===== config.mk =====
export PLATFORM = sky130hd
export DESIGN_NAME = scl_clock_sync
export DESIGN_NICKNAME = d
export VERILOG_FILES = /design/src/rtl/scl_sync_pkg.sv /design/src/rtl/scl_input_sync.sv /design/src/rtl/scl_period_counter.sv /design/src/rtl/scl_phase_fsm.sv /design/src/rtl/scl_clock_sync.sv
export SDC_FILE = /design/constraint.sdc
export NUM_CORES = 1
export LEC_CHECK = 0
export BUFFER_PORTS_ARGS = -buffer_cell sky130_fd_sc_hd__buf_2
export CAP_MARGIN = 30
export CORE_MARGIN = 1.5
export CORE_UTILIZATION = 37
export DETAILED_ROUTE_END_ITERATION = 8
export PLACE_DENSITY = 0.61
export SLEW_MARGIN = 10
export SYNTH_ARGS = -nofsm -noshare
export SYNTH_HDL_FRONTEND = slang
export SYNTH_SLANG_ARGS = --single-unit

===== constraint.sdc =====
create_clock -name clk -period 2.8 [get_ports clk]
set_clock_uncertainty 0.1 [all_clocks]
set_input_delay 0.14 -clock clk [delete_from_list [all_inputs] [get_ports clk]]
set_output_delay 0.14 -clock clk [all_outputs]
set_load 0.03 [all_outputs]

===== src/rtl/scl_sync_pkg.sv =====
package scl_sync_pkg;

  typedef enum logic [1:0] {
    PH_IDLE = 2'd0,
    PH_LOW  = 2'd1,
    PH_WAIT = 2'd2,
    PH_HIGH = 2'd3
  } phase_e;

  // Period complete when the count just finished reaches the limit.
  // A limit of zero behaves like one.
  function automatic logic period_reached(input logic [7:0] cnt, input logic [7:0] limit);
    logic [8:0] next_cnt;
    next_cnt = {1'b0, cnt} + 9'd1;
    return next_cnt >= {1'b0, limit};
  endfunction

endpackage


===== src/rtl/scl_input_sync.sv =====
module scl_input_sync #(
  parameter int STAGES = 2
) (
  input  logic clk,
  input  logic rst_n,
  input  logic raw_in,
  output logic synced,
  output logic rise
);
  logic [STAGES-1:0] chain;
  logic              prev;

  genvar gi;
  generate
    for (gi = 0; gi < STAGES; gi++) begin : g_stage
      if (gi == 0) begin : g_first
        always_ff @(posedge clk or negedge rst_n)
          if (!rst_n) chain[0] <= 1'b1;
          else        chain[0] <= raw_in;
      end else begin : g_next
        always_ff @(posedge clk or negedge rst_n)
          if (!rst_n) chain[gi] <= 1'b1;
          else        chain[gi] <= chain[gi-1];
      end
    end
  endgenerate

  always_ff @(posedge clk or negedge rst_n)
    if (!rst_n) prev <= 1'b1;
    else        prev <= chain[STAGES-1];

  assign synced = chain[STAGES-1];
  assign rise   = synced & ~prev;

  AST_RISE_SINGLE: assert property (@(posedge clk) disable iff (!rst_n)
    rise |=> !rise);
endmodule


===== src/rtl/scl_period_counter.sv =====
module scl_period_counter
  import scl_sync_pkg::*;
#(
  parameter int CNT_W = 8
) (
  input  logic             clk,
  input  logic             rst_n,
  input  logic             clear,
  input  logic             run,
  input  logic [CNT_W-1:0] limit,
  output logic             done
);
  logic [CNT_W-1:0] cnt;

  always_ff @(posedge clk or negedge rst_n)
    if (!rst_n)     cnt <= '0;
    else if (clear) cnt <= '0;
    else if (run)   cnt <= cnt + 1'b1;

  assign done = period_reached(cnt, limit);

  AST_CLEAR_ZERO: assert property (@(posedge clk) disable iff (!rst_n)
    clear |=> cnt == '0);
endmodule


===== src/rtl/scl_phase_fsm.sv =====
module scl_phase_fsm
  import scl_sync_pkg::*;
(
  input  logic clk,
  input  logic rst_n,
  input  logic enable,
  input  logic bus_high,
  input  logic period_done,
  output logic cnt_clear,
  output logic cnt_run,
  output logic sel_high,
  output logic drive_low,
  output logic shift_strobe
);
  phase_e st, st_nxt;

  // named events for checking
  logic low_over, bus_seen_high, high_abandon, high_over;

  assign low_over      = (st == PH_LOW)  && period_done;
  assign bus_seen_high = (st == PH_WAIT) && bus_high;
  assign high_abandon  = (st == PH_HIGH) && !bus_high;
  assign high_over     = (st == PH_HIGH) && bus_high && period_done;

  always_comb begin
    st_nxt    = st;
    cnt_clear = 1'b0;
    cnt_run   = 1'b0;
    if (!enable) begin
      st_nxt    = PH_IDLE;
      cnt_clear = 1'b1;
    end else begin
      unique case (st)
        PH_IDLE: begin
          st_nxt    = PH_LOW;
          cnt_clear = 1'b1;
        end
        PH_LOW: begin
          if (low_over) begin
            st_nxt    = PH_WAIT;
            cnt_clear = 1'b1;
          end else cnt_run = 1'b1;
        end
        PH_WAIT: begin
          cnt_clear = 1'b1;
          if (bus_seen_high) st_nxt = PH_HIGH;
        end
        PH_HIGH: begin
          if (high_abandon || high_over) begin
            st_nxt    = PH_LOW;
            cnt_clear = 1'b1;
          end else cnt_run = 1'b1;
        end
        default: st_nxt = PH_IDLE;
      endcase
    end
  end

  always_ff @(posedge clk or negedge rst_n)
    if (!rst_n) begin
      st           <= PH_IDLE;
      shift_strobe <= 1'b0;
    end else begin
      st           <= st_nxt;
      shift_strobe <= (st_nxt == PH_LOW) && (st != PH_LOW);
    end

  assign sel_high  = (st == PH_HIGH);
  assign drive_low = (st == PH_LOW);

  AST_LOW_HOLDS: assert property (@(posedge clk) disable iff (!rst_n)
    (enable && drive_low && !period_done) |=> drive_low);
  AST_WAIT_IDLE: assert property (@(posedge clk) disable iff (!rst_n)
    (enable && st == PH_WAIT && !bus_high) |=> (st == PH_WAIT && !drive_low));
  AST_ABANDON_HIGH: assert property (@(posedge clk) disable iff (!rst_n)
    (enable && high_abandon) |=> (drive_low && shift_strobe));
  AST_SHIFT_SINGLE: assert property (@(posedge clk) disable iff (!rst_n)
    shift_strobe |=> !shift_strobe);
  AST_DISABLED_QUIET: assert property (@(posedge clk) disable iff (!rst_n)
    !enable |=> (!drive_low && !shift_strobe));
endmodule


===== src/rtl/scl_clock_sync.sv =====
module scl_clock_sync
  import scl_sync_pkg::*;
#(
  parameter int CNT_W       = 8,
  parameter int SYNC_STAGES = 2
) (
  input  logic             clk,
  input  logic             rst_n,
  input  logic             enable,
  input  logic [CNT_W-1:0] low_count,
  input  logic [CNT_W-1:0] high_count,
  input  logic             scl_in,
  output logic             scl_drive_low,
  output logic             sample_strobe,
  output logic             shift_strobe
);
  logic bus_high, bus_rise;
  logic cnt_clear, cnt_run, sel_high, period_done;
  logic [CNT_W-1:0] limit;

  scl_input_sync #(.STAGES(SYNC_STAGES)) u_sync (
    .clk(clk), .rst_n(rst_n), .raw_in(scl_in),
    .synced(bus_high), .rise(bus_rise)
  );

  assign limit = sel_high ? high_count : low_count;

  scl_period_counter #(.CNT_W(CNT_W)) u_cnt (
    .clk(clk), .rst_n(rst_n), .clear(cnt_clear), .run(cnt_run),
    .limit(limit), .done(period_done)
  );

  scl_phase_fsm u_fsm (
    .clk(clk), .rst_n(rst_n), .enable(enable), .bus_high(bus_high),
    .period_done(period_done), .cnt_clear(cnt_clear), .cnt_run(cnt_run),
    .sel_high(sel_high), .drive_low(scl_drive_low), .shift_strobe(shift_strobe)
  );

  assign sample_strobe = enable & bus_rise;

  AST_SAMPLE_PULSE: assert property (@(posedge clk) disable iff (!rst_n)
    sample_strobe |=> !sample_strobe);
  AST_NO_DRIVE_DISABLED: assert property (@(posedge clk) disable iff (!rst_n)
    $fell(enable) |=> !scl_drive_low);
endmodule


==> results.json <==
{
  "routed_via_density": 4.84,
  "post_synth_instance_area_um2": 857,
  "netlist_top_cells_area": "sky130_fd_sc_hd__dfrtp_1, sky130_fd_sc_hd__ha_1, sky130_fd_sc_hd__dfstp_2, sky130_fd_sc_hd__mux2i_1, sky130_fd_sc_hd__nor2b_1",
  "worst-slew-pin-transition_ps": 333,
  "port_buffers": 22,
  "timing.critical_path.fanout_max": 4,
  "synthCells": 80,
  "clkTransAtPathRegs_ps": 80,
  "buffer_levels_on_the_longest_clock_path": 2,
  "core_area_um2": 2190,
  "clk_latency_ps": 280,
  "synth_nets": 109,
  "max-vdd-ir-drop_v": 0.000201,
  "setup_repair_after_global_routing_missed_its_margin": "true",
  "num-fill-cells": 206,
  "power.static_leakage_uw": 0.000606,
  "use_met2_pct": 24.0,
  "floorplan.rows": 17,
  "max_freq_ghz": 0.364,
  "layout_cells_sized_above_1_pct": 34.2,
  "die_width_um": 51.1,
  "synth_flop_cell": "sky130_fd_sc_hd__dfrtp_1",
  "multi_input_comb_area_um2": 509,
  "grt_met3_use_pct": 6.14,
  "post-route-cell-area_um2": 1090,
  "final.setup.worst_slack_ps": 52.1,
  "grt_first_pass_wirelength_um": 2770,
  "detailroute.via_count": 673,
  "postPlaceCellArea_um2": 1020,
  "setup-tns-final_ps": 0,
  "critPathCaptureType": "register",
  "globalRoute.busiestLayer": "met2",
  "drt_pre_antenna_iters": 2,
  "die_height_um": 51.1,
  "clock_tree.htree_level_count": 1,
  "finish.net_count": 141,
  "fin_crit_ps": 2750,
  "ys_ff_latch": 14,
  "total_length_of_routed_wires_um": 1760,
  "grt_antenna_before_repair": 0,
  "layout_worst_path_cycle_share_pct": 98.1,
  "worst_hold_path_class": "primary input to register",
  "half_perimeter_wire_length_after_placement_um": 1380,
  "yosysWarnings": 0,
  "antenna_violating_nets_post_route": 0,
  "remaining_drc_errors": 0,
  "gp_congestion": 0.880,
  "synth.distinct_cells": 26,
  "synth_top_area_cell": "sky130_fd_sc_hd__dfrtp_1",
  "post-place-ws_ps": 71.2,
  "flow.area_growth_from_synthesis_pct": 27.3,
  "timing.final.max_slew_violations": 0,
  "crit_type": "register to register",
  "gr-total-overflow": 0,
  "io_pins": 23,
  "initial_utilization_pct": 39.1,
  "final-hold-violation-count": 0,
  "power.density_cell_area_nw_per_um2": 375,
  "status": "finished, final reports clean",
  "diodes": 0,
  "die_area_um2": 2610,
  "clk_root_buffer_cell": "sky130_fd_sc_hd__clkbuf_4",
  "synth.avg_cell_area_um2": 10.7,
  "post-synth-top-area-fraction_pct": 32.1,
  "synth.yosys.seq_area_share_pct": 41.3,
  "worstPathArrival_ps": 2810,
  "grtUsageMet1_pct": 17.5,
  "seq_area_um2": 354,
  "grt_start_max_net_pins": 15,
  "whs_path_depth": 2,
  "synth_enable_flop_cells": 0,
  "cts_tree": "done",
  "cts_num_sinks": 14,
  "timing.critical_path.from_type": "register",
  "slew_limit_headroom_pct": 77.8,
  "critical_path_required_ps": 2860,
  "ff2ff_path_depth": 10,
  "max_cap_viol_count": 0,
  "first_global_vias": 656,
  "ys_async_sr_fraction_pct": 100,
  "first_iter_violations": 2,
  "cts-buffers-inserted": 3,
  "wl_per_cell_um": 12.7,
  "setup-violations-final": 0,
  "grt.total_usage_pct": 15.0
}
per-layer routing:
layer / vias up / wire length [um]
met5: - / 0
met4: 0 / 16
met3: 2 / 93
met2: 17 / 843
met1: 303 / 806
li1: 351 / -
cell families after synthesis:
kind of cell               share of synthesized area [%]
muxes                                               9.49
DFF                                                 41.3
AOI/OAI and AO/OA                                   7.30
buffers and inverters                              0.438
and+or+nand+nor                                     22.2
adders and majority gates                           13.1
xor gates and xnor gates                            6.13
layout by cell type (no fill, tap or decap), types with 3 or more instances in the layout:
| master | netlist | layout |
|---|---|---|
| sky130_fd_sc_hd__nor2_1 | 5 | 5 |
| sky130_fd_sc_hd__buf_4 | 0 | 3 |
| sky130_fd_sc_hd__nor2b_1 | 9 | 9 |
| sky130_fd_sc_hd__nand3_1 | 3 | 3 |
| sky130_fd_sc_hd__dfstp_2 | 3 | 3 |
| sky130_fd_sc_hd__clkbuf_4 | 0 | 3 |
| sky130_fd_sc_hd__buf_2 | 0 | 22 |
| sky130_fd_sc_hd__and3_1 | 3 | 3 |
| sky130_fd_sc_hd__nand2_1 | 6 | 6 |
| sky130_fd_sc_hd__mux2i_1 | 7 | 7 |
| sky130_fd_sc_hd__ha_1 | 9 | 8 |
| sky130_fd_sc_hd__xor2_1 | 3 | 3 |
| sky130_fd_sc_hd__dfrtp_1 | 11 | 11 |
cell usage after synthesis, drive strengths merged, types with 2 or more instances:
| library cell | n |
|---|---|
| and3 | 3 |
| xnor2 | 3 |
| ha | 9 |
| nor2 | 5 |
| o21ai | 2 |
| xor2 | 3 |
| nor2b | 9 |
| dfrtp | 11 |
| nand3 | 4 |
| mux2i | 7 |
| dfstp | 3 |
| nand2 | 6 |
| a21o | 2 |
| nand4 | 2 |
registers in the layout, summed over array words and instances (netlist names):
name and cells:
u_sync.chain 1, u_sync.synced 1, u_fsm.shift_strobe 1, u_fsm.st 2, u_sync.prev 1, u_cnt.cnt 8
where the power goes:
group / leakage, uW / switching (uW) / internal, uW / total [uW]
Combinational: 0.000404 / 26.6 / 25.2 / 51.9
Clock: 0.0000210 / 64.8 / 79.1 / 144
Sequential: 0.000181 / 3.96 / 209 / 213
worst paths after layout:
path                                 start                  to  slack, ps
setup / recovery              u_cnt.cnt[0]         u_fsm.st[1]         50
min in group asynchronous            rst_n  u_fsm.shift_strobe        180
max in group asynchronous            rst_n     u_sync.chain[0]       2120
hold / removal                      enable         u_fsm.st[1]         30
setup reg to reg              u_cnt.cnt[0]         u_fsm.st[1]         50
hold reg to reg            u_sync.chain[0]       u_sync.synced        260
worst max-delay path, cell delays in order (launching register included):
cell                       delay (ps)
sky130_fd_sc_hd__dfrtp_1          400
sky130_fd_sc_hd__ha_2             220
sky130_fd_sc_hd__nand2_1           50
sky130_fd_sc_hd__or2_1            250
sky130_fd_sc_hd__xnor2_2          160
sky130_fd_sc_hd__ha_1             320
sky130_fd_sc_hd__and3_1           190
sky130_fd_sc_hd__a221oi_1         280
sky130_fd_sc_hd__o21a_1           220
sky130_fd_sc_hd__a21boi_0         130
sky130_fd_sc_hd__o31a_1           320
metrics by stage:
stage | instances | total power [uW] | hold slack, ps | util, %
detailed placement | 132 | 266 | -44.7 | 46.4
CTS | 138 | 417 | 4.25 | 49.0
global placement | 132 | 264 | -46.5 | 46.4
floorplan | 80 | 240 | -256 | -
finish | 139 | 409 | 25.9 | 49.8
global route | 139 | 436 | 5.63 | 49.8
area by class of cell:
cell class | count | share of cell area (%)
flip-flops and latches | 14 | 32.5
clock buffers | 4 | 3.33
well taps | 28 | 3.21
inverters | 1 | 0.344
repair buffers | 27 | 14.0
multi-input cells | 65 | 46.7
timing repair:
action,in CTS,in global routing
endpoints found under the hold margin,15,0
hold buffers,2,0
endpoints found under the setup margin,0,9
setup buffers,0,1
resized for setup,0,2
Note: power is estimated with default switching activity, not from simulation.
